`src/rtl/cwc_pkg.sv`:
```
`timescale 1ns/1ps
package cwc_pkg;
  localparam int NUM_LANES = 3;

  localparam logic [1:0] LANE_FAST   = 2'd0;
  localparam logic [1:0] LANE_BASE   = 2'd1;
  localparam logic [1:0] LANE_LOWPWR = 2'd2;

  localparam logic [2:0] CAT_REQ        = 3'd0;
  localparam logic [2:0] CAT_EVICT      = 3'd1;
  localparam logic [2:0] CAT_PROBE      = 3'd2;
  localparam logic [2:0] CAT_OWNER_WB   = 3'd3;
  localparam logic [2:0] CAT_RESP       = 3'd4;
  localparam logic [2:0] CAT_HOME_REPLY = 3'd5;

  // strobes from control to the lane datapath
  typedef struct packed {
    logic [NUM_LANES-1:0] issue;
  } laneStrobe_t;
endpackage

```
`src/rtl/cwc_delay_line.sv`:
```
`timescale 1ns/1ps
module cwc_delay_line #(
  parameter int DEPTH = 5,
  parameter int DW    = 20
) (
  input  logic             clk,
  input  logic             rstN,
  input  logic             inValid,
  input  logic [DW-1:0]    inData,
  output logic [DEPTH-1:0] tapValid,
  output logic [DW-1:0]    outData
);
  logic [DEPTH-1:0] vld;
  logic [DW-1:0]    dat [DEPTH];

  always_ff @(posedge clk) begin
    if (!rstN) vld <= '0;
    else       vld <= {vld[DEPTH-2:0], inValid};
  end

  always_ff @(posedge clk) begin
    dat[0] <= inData;
    for (int s = 1; s < DEPTH; s++) dat[s] <= dat[s-1];
  end

  assign tapValid = vld;
  assign outData  = dat[DEPTH-1];
endmodule

```
`src/rtl/cwc_lane_dp.sv`:
```
`timescale 1ns/1ps
module cwc_lane_dp
  import cwc_pkg::*;
#(
  parameter int LAT_FAST   = 5,
  parameter int LAT_BASE   = 10,
  parameter int LAT_LOWPWR = 15,
  parameter int WIDE_W     = 64,
  parameter int NARROW_W   = 16
) (
  input  logic                 clk,
  input  logic                 rstN,
  input  laneStrobe_t          strobes,
  input  logic [2:0]           inCat,
  input  logic                 inNack,
  input  logic [WIDE_W-1:0]    inPayload,
  output logic [NUM_LANES-1:0] laneBlocked,
  output logic                 outValid,
  output logic [1:0]           outLane,
  output logic [2:0]           outCat,
  output logic                 outNack,
  output logic [WIDE_W-1:0]    outPayload
);
  localparam int MAXD = LAT_LOWPWR;

  function automatic int latOf(int i);
    case (i)
      0:       return LAT_FAST;
      1:       return LAT_BASE;
      default: return LAT_LOWPWR;
    endcase
  endfunction

  logic [MAXD-1:0]      tapV    [NUM_LANES];
  logic [WIDE_W-1:0]    lanePay [NUM_LANES];
  logic [2:0]           laneCat [NUM_LANES];
  logic                 laneNk  [NUM_LANES];
  logic [NUM_LANES-1:0] laneDone;

  for (genvar g = 0; g < NUM_LANES; g++) begin : gLane
    localparam int D = (g == 0) ? LAT_FAST : (g == 1) ? LAT_BASE : LAT_LOWPWR;
    localparam int W = (g == 0) ? NARROW_W : WIDE_W;
    logic [D-1:0] taps;
    logic [W+3:0] raw;
    cwc_delay_line #(.DEPTH(D), .DW(W+4)) u_line (
      .clk(clk), .rstN(rstN), .inValid(strobes.issue[g]),
      .inData({inNack, inCat, inPayload[W-1:0]}),
      .tapValid(taps), .outData(raw)
    );
    assign tapV[g]     = MAXD'(taps);
    assign laneDone[g] = taps[D-1];
    assign laneNk[g]   = raw[W+3];
    assign laneCat[g]  = raw[W+2:W];
    assign lanePay[g]  = WIDE_W'(raw[W-1:0]);
  end

  // a lane is blocked when a slower lane already owns its delivery slot
  always_comb begin
    laneBlocked = '0;
    for (int x = 0; x < NUM_LANES; x++)
      for (int y = 0; y < NUM_LANES; y++)
        if (latOf(y) > latOf(x))
          laneBlocked[x] = laneBlocked[x] | tapV[y][latOf(y)-1-latOf(x)];
  end

  always_comb begin
    outValid   = |laneDone;
    outLane    = LANE_FAST;
    outCat     = '0;
    outNack    = 1'b0;
    outPayload = '0;
    for (int i = 0; i < NUM_LANES; i++) begin
      if (laneDone[i]) begin
        outLane    = 2'(i);
        outCat     = laneCat[i];
        outNack    = laneNk[i];
        outPayload = lanePay[i];
      end
    end
  end


  lane_collision_chk: assert property (@(posedge clk) disable iff (!rstN)
    $onehot0(laneDone));


  issue_when_blocked_chk: assert property (@(posedge clk) disable iff (!rstN)
    (strobes.issue & laneBlocked) == '0);
endmodule

```
`src/rtl/cwc_steer_ctrl.sv`:
```
`timescale 1ns/1ps
module cwc_steer_ctrl
  import cwc_pkg::*;
#(
  parameter int NARROW_W    = 16,
  parameter int WIDTH_W     = 7,
  parameter int CONG_THRESH = 8,
  parameter int CNT_W       = 5
) (
  input  logic                 clk,
  input  logic                 rstN,
  input  logic                 inValid,
  input  logic [2:0]           inCat,
  input  logic [WIDTH_W-1:0]   inWidth,
  input  logic                 inNack,
  input  logic [NUM_LANES-1:0] laneBlocked,
  input  logic                 deliver,
  output logic                 inReady,
  output laneStrobe_t          strobes
);
  logic [CNT_W-1:0] inFlight;
  logic             congested;
  logic             isNarrow;
  logic [1:0]       sel;
  logic             fire;

  assign congested = inFlight >= CNT_W'(CONG_THRESH);
  assign isNarrow  = inWidth <= WIDTH_W'(NARROW_W);

  always_comb begin
    case (inCat)
      CAT_EVICT, CAT_OWNER_WB: sel = LANE_LOWPWR;
      CAT_REQ, CAT_PROBE:      sel = LANE_BASE;
      CAT_RESP, CAT_HOME_REPLY: begin
        if (inNack)        sel = congested ? LANE_LOWPWR : LANE_FAST;
        else if (isNarrow) sel = LANE_FAST;
        else               sel = LANE_BASE;
      end
      default:                 sel = LANE_BASE;
    endcase
  end

  assign inReady = !laneBlocked[sel];
  assign fire    = inValid && inReady;

  always_comb begin
    strobes.issue = '0;
    if (fire) strobes.issue[sel] = 1'b1;
  end

  always_ff @(posedge clk) begin
    if (!rstN) inFlight <= '0;
    else       inFlight <= inFlight + CNT_W'(fire) - CNT_W'(deliver);
  end


  evict_lowpwr_chk: assert property (@(posedge clk) disable iff (!rstN)
    (inValid && (inCat == CAT_EVICT || inCat == CAT_OWNER_WB))
      |-> (inReady && strobes.issue[LANE_LOWPWR]));


  addr_not_fast_chk: assert property (@(posedge clk) disable iff (!rstN)
    (inCat == CAT_REQ || inCat == CAT_PROBE) |-> !strobes.issue[LANE_FAST]);


  issue_needs_valid_chk: assert property (@(posedge clk) disable iff (!rstN)
    (strobes.issue != '0) |-> inValid);


  no_underflow_chk: assert property (@(posedge clk) disable iff (!rstN)
    deliver |-> (inFlight != '0));
endmodule

```
`src/rtl/coh_wire_select.sv`:
```
`timescale 1ns/1ps
module coh_wire_select
  import cwc_pkg::*;
#(
  parameter int LAT_FAST    = 5,
  parameter int LAT_BASE    = 10,
  parameter int LAT_LOWPWR  = 15,
  parameter int WIDE_W      = 64,
  parameter int NARROW_W    = 16,
  parameter int CONG_THRESH = 8,
  localparam int WIDTH_W    = $clog2(WIDE_W + 1),
  localparam int CNT_W      = $clog2(LAT_FAST + LAT_BASE + LAT_LOWPWR + 2)
) (
  input  logic               clk,
  input  logic               rstN,
  input  logic               inValid,
  output logic               inReady,
  input  logic [2:0]         inCat,
  input  logic [WIDTH_W-1:0] inWidth,
  input  logic               inNack,
  input  logic [WIDE_W-1:0]  inPayload,
  output logic               outValid,
  output logic [1:0]         outLane,
  output logic [2:0]         outCat,
  output logic               outNack,
  output logic [WIDE_W-1:0]  outPayload
);
  laneStrobe_t          strobes;
  logic [NUM_LANES-1:0] laneBlocked;

  cwc_steer_ctrl #(
    .NARROW_W(NARROW_W), .WIDTH_W(WIDTH_W),
    .CONG_THRESH(CONG_THRESH), .CNT_W(CNT_W)
  ) u_ctrl (
    .clk(clk), .rstN(rstN), .inValid(inValid), .inCat(inCat),
    .inWidth(inWidth), .inNack(inNack), .laneBlocked(laneBlocked),
    .deliver(outValid), .inReady(inReady), .strobes(strobes)
  );

  cwc_lane_dp #(
    .LAT_FAST(LAT_FAST), .LAT_BASE(LAT_BASE), .LAT_LOWPWR(LAT_LOWPWR),
    .WIDE_W(WIDE_W), .NARROW_W(NARROW_W)
  ) u_dp (
    .clk(clk), .rstN(rstN), .strobes(strobes), .inCat(inCat),
    .inNack(inNack), .inPayload(inPayload), .laneBlocked(laneBlocked),
    .outValid(outValid), .outLane(outLane), .outCat(outCat),
    .outNack(outNack), .outPayload(outPayload)
  );
endmodule

```
`config.mk`:
```
export PLATFORM = sky130hd
export DESIGN_NAME = coh_wire_select
export DESIGN_NICKNAME = d
export VERILOG_FILES = /design/src/rtl/cwc_pkg.sv /design/src/rtl/cwc_delay_line.sv /design/src/rtl/cwc_lane_dp.sv /design/src/rtl/cwc_steer_ctrl.sv /design/src/rtl/coh_wire_select.sv
export SDC_FILE = /design/constraint.sdc
export NUM_CORES = 1
export LEC_CHECK = 0
export BUFFER_PORTS_ARGS = -buffer_cell sky130_fd_sc_hd__clkbuf_2
export CORE_ASPECT_RATIO = 0.9
export CORE_MARGIN = 5
export CORE_UTILIZATION = 45
export CTS_CLUSTER_SIZE = 20
export DETAILED_ROUTE_END_ITERATION = 10
export PLACE_DENSITY = 0.63
export SLEW_MARGIN = 20
export SYNTH_ARGS = -nofsm -noshare
export SYNTH_HDL_FRONTEND = slang
export SYNTH_SLANG_ARGS = --single-unit
export TNS_END_PERCENT = 1
```
`constraint.sdc`:
```
create_clock -name clk -period 3.9 [get_ports clk]
set_clock_uncertainty 0.15 [all_clocks]
set_input_delay 0.975 -clock clk [delete_from_list [all_inputs] [get_ports clk]]
set_output_delay 0.975 -clock clk [all_outputs]
set_load 0.05 [all_outputs]
```
======== After elaboration in Yosys (flattened, before gate mapping) ========
Memory sizes are Yosys's and may differ from the RTL's.
Cells that the tools add are included.
word-level totals
  flip-flop bits (word level) ............. 35
  RAM bits ................................ 1800
  input bits .............................. 78
  output and inout port bits .............. 72
  word-level logic and storage cells ...... 47
  memories ................................ 3
cells by class
  $add $sub $neg .......................... 2
  $lt $le $gt $ge ......................... 4
  eq/ne operators ......................... 4
  multiplexer cells ....................... 19
  bitwise logic cells ..................... 1
  reductions and logical operators ........ 7
memory list
  memory                    words  width  rd ports  clocked after memory_dff  write ports  line                  text
  u_dp.gLane[2].u_line.dat  15     68     15        0                         15           cwc_delay_line.sv:14  logic [DW-1:0] dat [DEPTH];
  u_dp.gLane[1].u_line.dat  10     68     10        0                         10           cwc_delay_line.sv:14
  u_dp.gLane[0].u_line.dat  5      20     5         0                         5            cwc_delay_line.sv:14
operators with widths
  operator                                                           number
  2-to-1 mux 64 bit                                                  2
  2-to-1 mux 16 bit                                                  1
  2-to-1 mux 3 bit                                                   3
  <= comparator 7 x 5 -> 1 bit, second input constant                1
  2-to-1 mux 1 bit                                                   7
  == test 3 bit, second input constant                               2
  2-to-1 mux 2 bit                                                   3
  adder 5 x 1 -> 5 bit                                               1
  greater-or-equal comparator 5 x 4 -> 1 bit, second input constant  1
  subtractor 5 x 1 -> 5 bit                                          1
  case mux 2 bit (2 select lines)                                    1
  OR reduction 2 bit                                                 2
  == test 3 x 1 -> 1 bit, second input constant                      1
  == test 3 x 2 -> 1 bit, second input constant                      1
  less-than comparator 2 x 3 -> 1 bit, second input constant         1
  OR reduction 3 bit                                                 1
  binary-select mux 1 bit (select 2 bit)                             1
  demux 1 bit (select 2 bit)                                         1
  greater-or-equal comparator 2 x 1 -> 1 bit, second input constant  1
  logical AND 1 bit                                                  2
  AND reduction 2 bit                                                1
  logical NOT 1 bit                                                  1
  bitwise OR 1 bit                                                   1

======== Logic depth before layout (Yosys ltp) ========
  word-level depth ........................ 10
  mapped depth ............................ 13
  mapped depth without buffers ............ 13

======== Modules after synthesis ========
A second synthesis with hierarchy kept.
unflattened totals
  cells, all modules ...................... 2161
  area total of the unflattened synthesis .. 39075.0 sq um
modules (own cells, without submodules)
  module                                  times used  cells each  area an instance (sq um)  sequential area each (sq um)
  cwc_delay_line at u_dp.gLane[2].u_line  1           1119        21349.2                   20719.9
  cwc_delay_line at u_dp.gLane[1].u_line  1           700         13875.8                   13813.2
  cwc_delay_line at u_dp.gLane[0].u_line  1           130         2283.4                    2102.0
  cwc_lane_dp                             1           159         1082.3                    0.0
  cwc_steer_ctrl                          1           53          484.2                     100.1

======== Worst setup path before layout ========
OpenSTA, ideal clock, no wires.
  path type ............................... input to register
  from .................................... input port inWidth[0]
  to ...................................... register u_ctrl.inFlight[4]
  library setup time ...................... 126 ps
  data arrival time ....................... 4051 ps
  required time ........................... 3624 ps
  slack ................................... -427 ps
  cell stages on the path ................. 11
  buffers on the path ..................... 0
  cells stage by stage .................... o41a_1 -> or3_4 -> a2111oi_2 -> and2_1 -> ha_1 -> inv_1 -> fa_1 -> nor2b_1 -> o21a_1 -> or3_1 -> a21boi_0
on the way
  longest elaborated chain between the ends .. 10
RTL lines
  item                                    line                   text
  from (decl)                             coh_wire_select.sv:19  input logic [WIDTH_W-1:0] inWidth,
  <= comparator 7 x 5 -> 1 bit            cwc_steer_ctrl.sv:28   assign isNarrow = inWidth <= WIDTH_W'(NARROW_W);
  2-to-1 mux 1 bit                        cwc_steer_ctrl.sv:36   else if (isNarrow) sel = LANE_FAST;
  2-to-1 mux 2 bit                        cwc_steer_ctrl.sv:35   if (inNack) sel = congested ? LANE_LOWPWR : LANE_FAST;
  case mux 2 bit (2 select lines)         cwc_steer_ctrl.sv:31   case (inCat)
  binary-select mux 1 bit (select 2 bit)  cwc_steer_ctrl.sv:43   assign inReady = !laneBlocked[sel];
  2-to-1 mux 1 bit (not written as such)  cwc_steer_ctrl.sv:43
  logical NOT 1 bit                       cwc_steer_ctrl.sv:43
  net inReady                             coh_wire_select.sv:17  output logic inReady,
  logical AND 1 bit                       cwc_steer_ctrl.sv:44   assign fire = inValid && inReady;
  adder 5 x 1 -> 5 bit                    cwc_steer_ctrl.sv:53   else inFlight <= inFlight + CNT_W'(fire) - CNT_W'(deliver);
  subtractor 5 x 1 -> 5 bit               cwc_steer_ctrl.sv:53
  to (signal assigned)                    cwc_steer_ctrl.sv:53
  to (decl)                               cwc_steer_ctrl.sv:21   logic [CNT_W-1:0] inFlight;
The timed path passes the listed nets, and every way through them passes these cells. The select of a mux whose other input is x is not followed.
A chain may end at the register's enable or synchronous reset.

======== Worst setup path in the final report ========
  from .................................... input port inWidth[0]
  to ...................................... output port inReady
on the way
  longest elaborated chain between the ends .. 7
RTL lines
  item                                    line
  <= comparator 7 x 5 -> 1 bit            cwc_steer_ctrl.sv:28
  2-to-1 mux 1 bit                        cwc_steer_ctrl.sv:36
  2-to-1 mux 2 bit                        cwc_steer_ctrl.sv:35
  case mux 2 bit (2 select lines)         cwc_steer_ctrl.sv:31
  binary-select mux 1 bit (select 2 bit)  cwc_steer_ctrl.sv:43
  2-to-1 mux 1 bit (not written as such)  cwc_steer_ctrl.sv:43
  logical NOT 1 bit                       cwc_steer_ctrl.sv:43
  to (decl)                               coh_wire_select.sv:17
No other way between the ends. The select of a mux whose other input is x is not followed.

==> results.md <==
* Final Hold Viols at 0
* Gates resized, CTS repair at 0
* Max-cap viol count at 0
* Avg WL per Cell at ~12 microns
* Rows at 77
* PortBufs at between 100 and 150
* Max-slew headroom at 0.444
* Clock sink count at between 1000 and 1500
* Root Buffer: clkbuf_16
* Post-Synthesis Cell Area at ~23000 sq um
* WP data arrival at around 2600 ps
* Worst R2R Path Depth at 13
* Clock-pin slew on the worst setup and hold paths at about 60 ps
* Peak supply drop at between 0.0003 and 0.0004 V
* CTS tree: yes
* Worst setup EP type: output pin
* Ports at 150
* Fmax at 0.271 GHz
* Hold buffers post-CTS at 0
* RSZ-0062 raised after global routing: no
* Die footprint at 54700 sq um
* Hold path startpoint: u_dp.gLane[1].u_line.dat[1][8]$_DFF_P_
* Htree depth at 3
* Final period util at 0.947
* Maximum clock insertion buffer count at 3
* Setup TNS Final at 0 ps
* Pwr/cell area at around 760 nW/um^2
* Fin cells at 2240
* CP Launch Type: input port
* Vias at between 8000 and 9000
* Design area at 27300 sq um
* Share of the synthesized area in the top cell type at 0.937
* Worst-margin pin slew at about 830 ps
* Filler instances at a little under 4000
* Area of placed instances at 24100 sq um
* Pleak at between 10 and 15 nW
* Ys Warns at 0
* Initial antenna violation count at 0
* First-pass GRT wire length at 45.8 mm
* Top sig layer: met4
* Detail Route Antenna Nets at 0
* Worst Path Buf+Inv at 2
* Die Y at between 200 and 250 microns
* Post-synth top cells: 1055 x dfxtp_1, 48 x a22o_1, 30 x and2_1
* Metal2 WL at 12.5 mm
* Worst hold path type: flop to flop
* Largest stage delay on the critical path at ~450 ps
* Number of global-route vias before repair at ~9100
* Dpl hpwl at roughly 16 mm
* Routed wire length at ~28 mm
* Final max-slew violation count at 0
* Required @ worst endpoint at roughly 2800 ps
* FF+latch count, synth at between 1000 and 1500
* Final Wtd Congestion at between 0.7 and 0.8
* Critical path's slowest cell: o41a_1
* Die Wd at between 200 and 250 microns
* Most frequent cell after synthesis: dfxtp_1
* Max FO, Critical Path at 3
* Share of layout cells above drive strength 1 at 0.203
* Status: completed
* Vias per cell at about 4.0
* Syn Area/Cell at 17.8 sq um
* Initial Util at 0.457
* WL met1 at 13.1 mm
* Largest net degree at the start of global routing at about 70
* Share of synthesized registers carrying an async set or reset at 0
* GRT Overall Usage at 0.104
* Hold Crit Depth at 0
* Mapped Cells at roughly 1300
* WHS at 171 ps
* Layout Area Growth over Synthesis at 21.0%
* Reg2Reg Capture Point: u_ctrl.inFlight[4]$_SDFF_PN0_
* Setup-failing EPs final at 0
* Most common cell on crit path: clkbuf_2
* Area leader, netlist: dfxtp_1
* Top Family by Delay on Critical Path: compound AO/OA/AOI/OAI gates
* Top cells by area, synth: dfxtp_1 94%, a22o_1 1.9%, and2_1 0.83%, a22oi_1 0.67%, o21ai_0 0.51%
* Worst reg-to-reg setup slack at a little over 800 ps
* EDFF count, synth at 0
* Diode count at 0
* Nets at approximately 1600
* Crit-path cells: clkbuf_2 > o41a_1 > or3_4 > a2111oi_4 > clkbuf_2
* Dpl cells at just over 2000
* DRC at 0
* Worst-Skew Late Latency at 620 ps
* Grt ovf at 0
* Syn nets at approximately 1400
* Register area share after synthesis at 0.937
* DR iter-0 viols at 349
* Total CTS buffers at 94
* Tmin final at 3690 ps
* Critical setup path kind: input port to output pin
* 1st-pass router iterations at 4
* Post-CTS setup buffers at 0
* WHS Endpoint: u_dp.gLane[1].u_line.dat[2][8]$_DFF_P_
* CORE AREA at 49300 sq um
* Reg-to-Reg Start: u_ctrl.inFlight[2]$_SDFF_PN0_
* Routed wl met3 at between 1 and 1.5 mm
* Synth unique cells at 33
* Top FF cell, synth: dfxtp_1
-- per-layer routing --
| metal | global-route usage | up-vias |
|---|---|---|
| li1 | - | 4534 |
| met1 | 0.135 | 4108 |
| met2 | 0.156 | 152 |
| met3 | 0.0377 | 71 |
| met4 | 0.0482 | 0 |
| met5 | 0 | - |
-- registers in the layout (all words and copies together) (netlist names) --
| signal | cells |
|---|---|
| u_dp.gLane.u_line.tapValid | 30 |
| u_dp.gLane.u_line.dat | 1020 |
| u_ctrl.inFlight | 5 |
-- kinds of logic (layout without fill, tap and decap cells) --
group                      after synthesis  count (layout)  synth area share
DFF                                   1055            1055             0.937
AOI/OAI and AO/OA                       98              98            0.0331
and+or+nand+nor                         75              75            0.0190
buffers and inverters                   31             331           0.00533
adders and majority gates                8               8           0.00477
xor gates and xnor gates                 1               1          0.000389
muxes                                    1               1          0.000499
-- report_power, final --
part | internal, mW | leakage (nW) | total [mW] | switching, mW
Clock | 5.29 | 1.55 | 9.04 | 3.75
Sequential | 11.4 | 8.89 | 11.5 | 0.146
Combinational | 0.0868 | 1.15 | 0.166 | 0.0792
Total | 16.7 | 11.6 | 20.7 | 3.97
-- cells in the final DEF (no fill, tap or decap), types with 2 or more instances in the layout --
master      count
clkinv_8        2
inv_1           8
clkbuf_8       16
clkbuf_1       13
clkbuf_16      97
clkinv_2       20
nor2_1          2
bufinv_16       6
clkbuf_2      149
nand2_1        22
a22oi_1        20
nor3_1          2
clkinvlp_4      7
or3_1           2
nor4b_1         2
buf_4           6
dfxtp_1      1053
ha_1            7
clkinv_4        3
inv_16          2
nor2b_1         5
and2_1         30
o21ai_0        23
a22o_1         48
nor3b_1         2
-- worst max path at each step --
stage / start / slack (ps) / cells past startpoint / to
after global routing: u_dp.gLane[2].u_line.tapValid[14]$_SDFF_PN0_ / 90 / 3 / outPayload[42]
final: inWidth[0] / 210 / 5 / inReady
after global placement: inWidth[5] / 200 / 12 / u_ctrl.inFlight[4]$_SDFF_PN0_
after detailed placement: inWidth[0] / 90 / 12 / u_ctrl.inFlight[4]$_SDFF_PN0_
after floorplan: inWidth[0] / -40 / 11 / u_ctrl.inFlight[4]$_SDFF_PN0_
after CTS: u_dp.gLane[1].u_line.tapValid[9]$_SDFF_PN0_ / 20 / 4 / outPayload[42]
-- cell type report --
type	count	area [sq um]	area share
clock buffer	126	2700	0.0988
clock inverter	42	470	0.0172
inverter	8	30.0	0.00110
multi-input combinational	183	1330	0.0486
sequential	1055	21100	0.774
tap	671	840	0.0308
timing repair buffer	155	791	0.0290
-- per-stage QoR --
step                power (mW)   util  setup WS (ps)
finish                    20.7  0.553            208
global route              21.6  0.553           85.4
CTS                       21.0  0.553           24.0
detailed placement        11.9  0.489           90.9
global placement          11.9  0.489            204
floorplan                 11.8      -          -40.7
(Power assumes the default switching activity.)
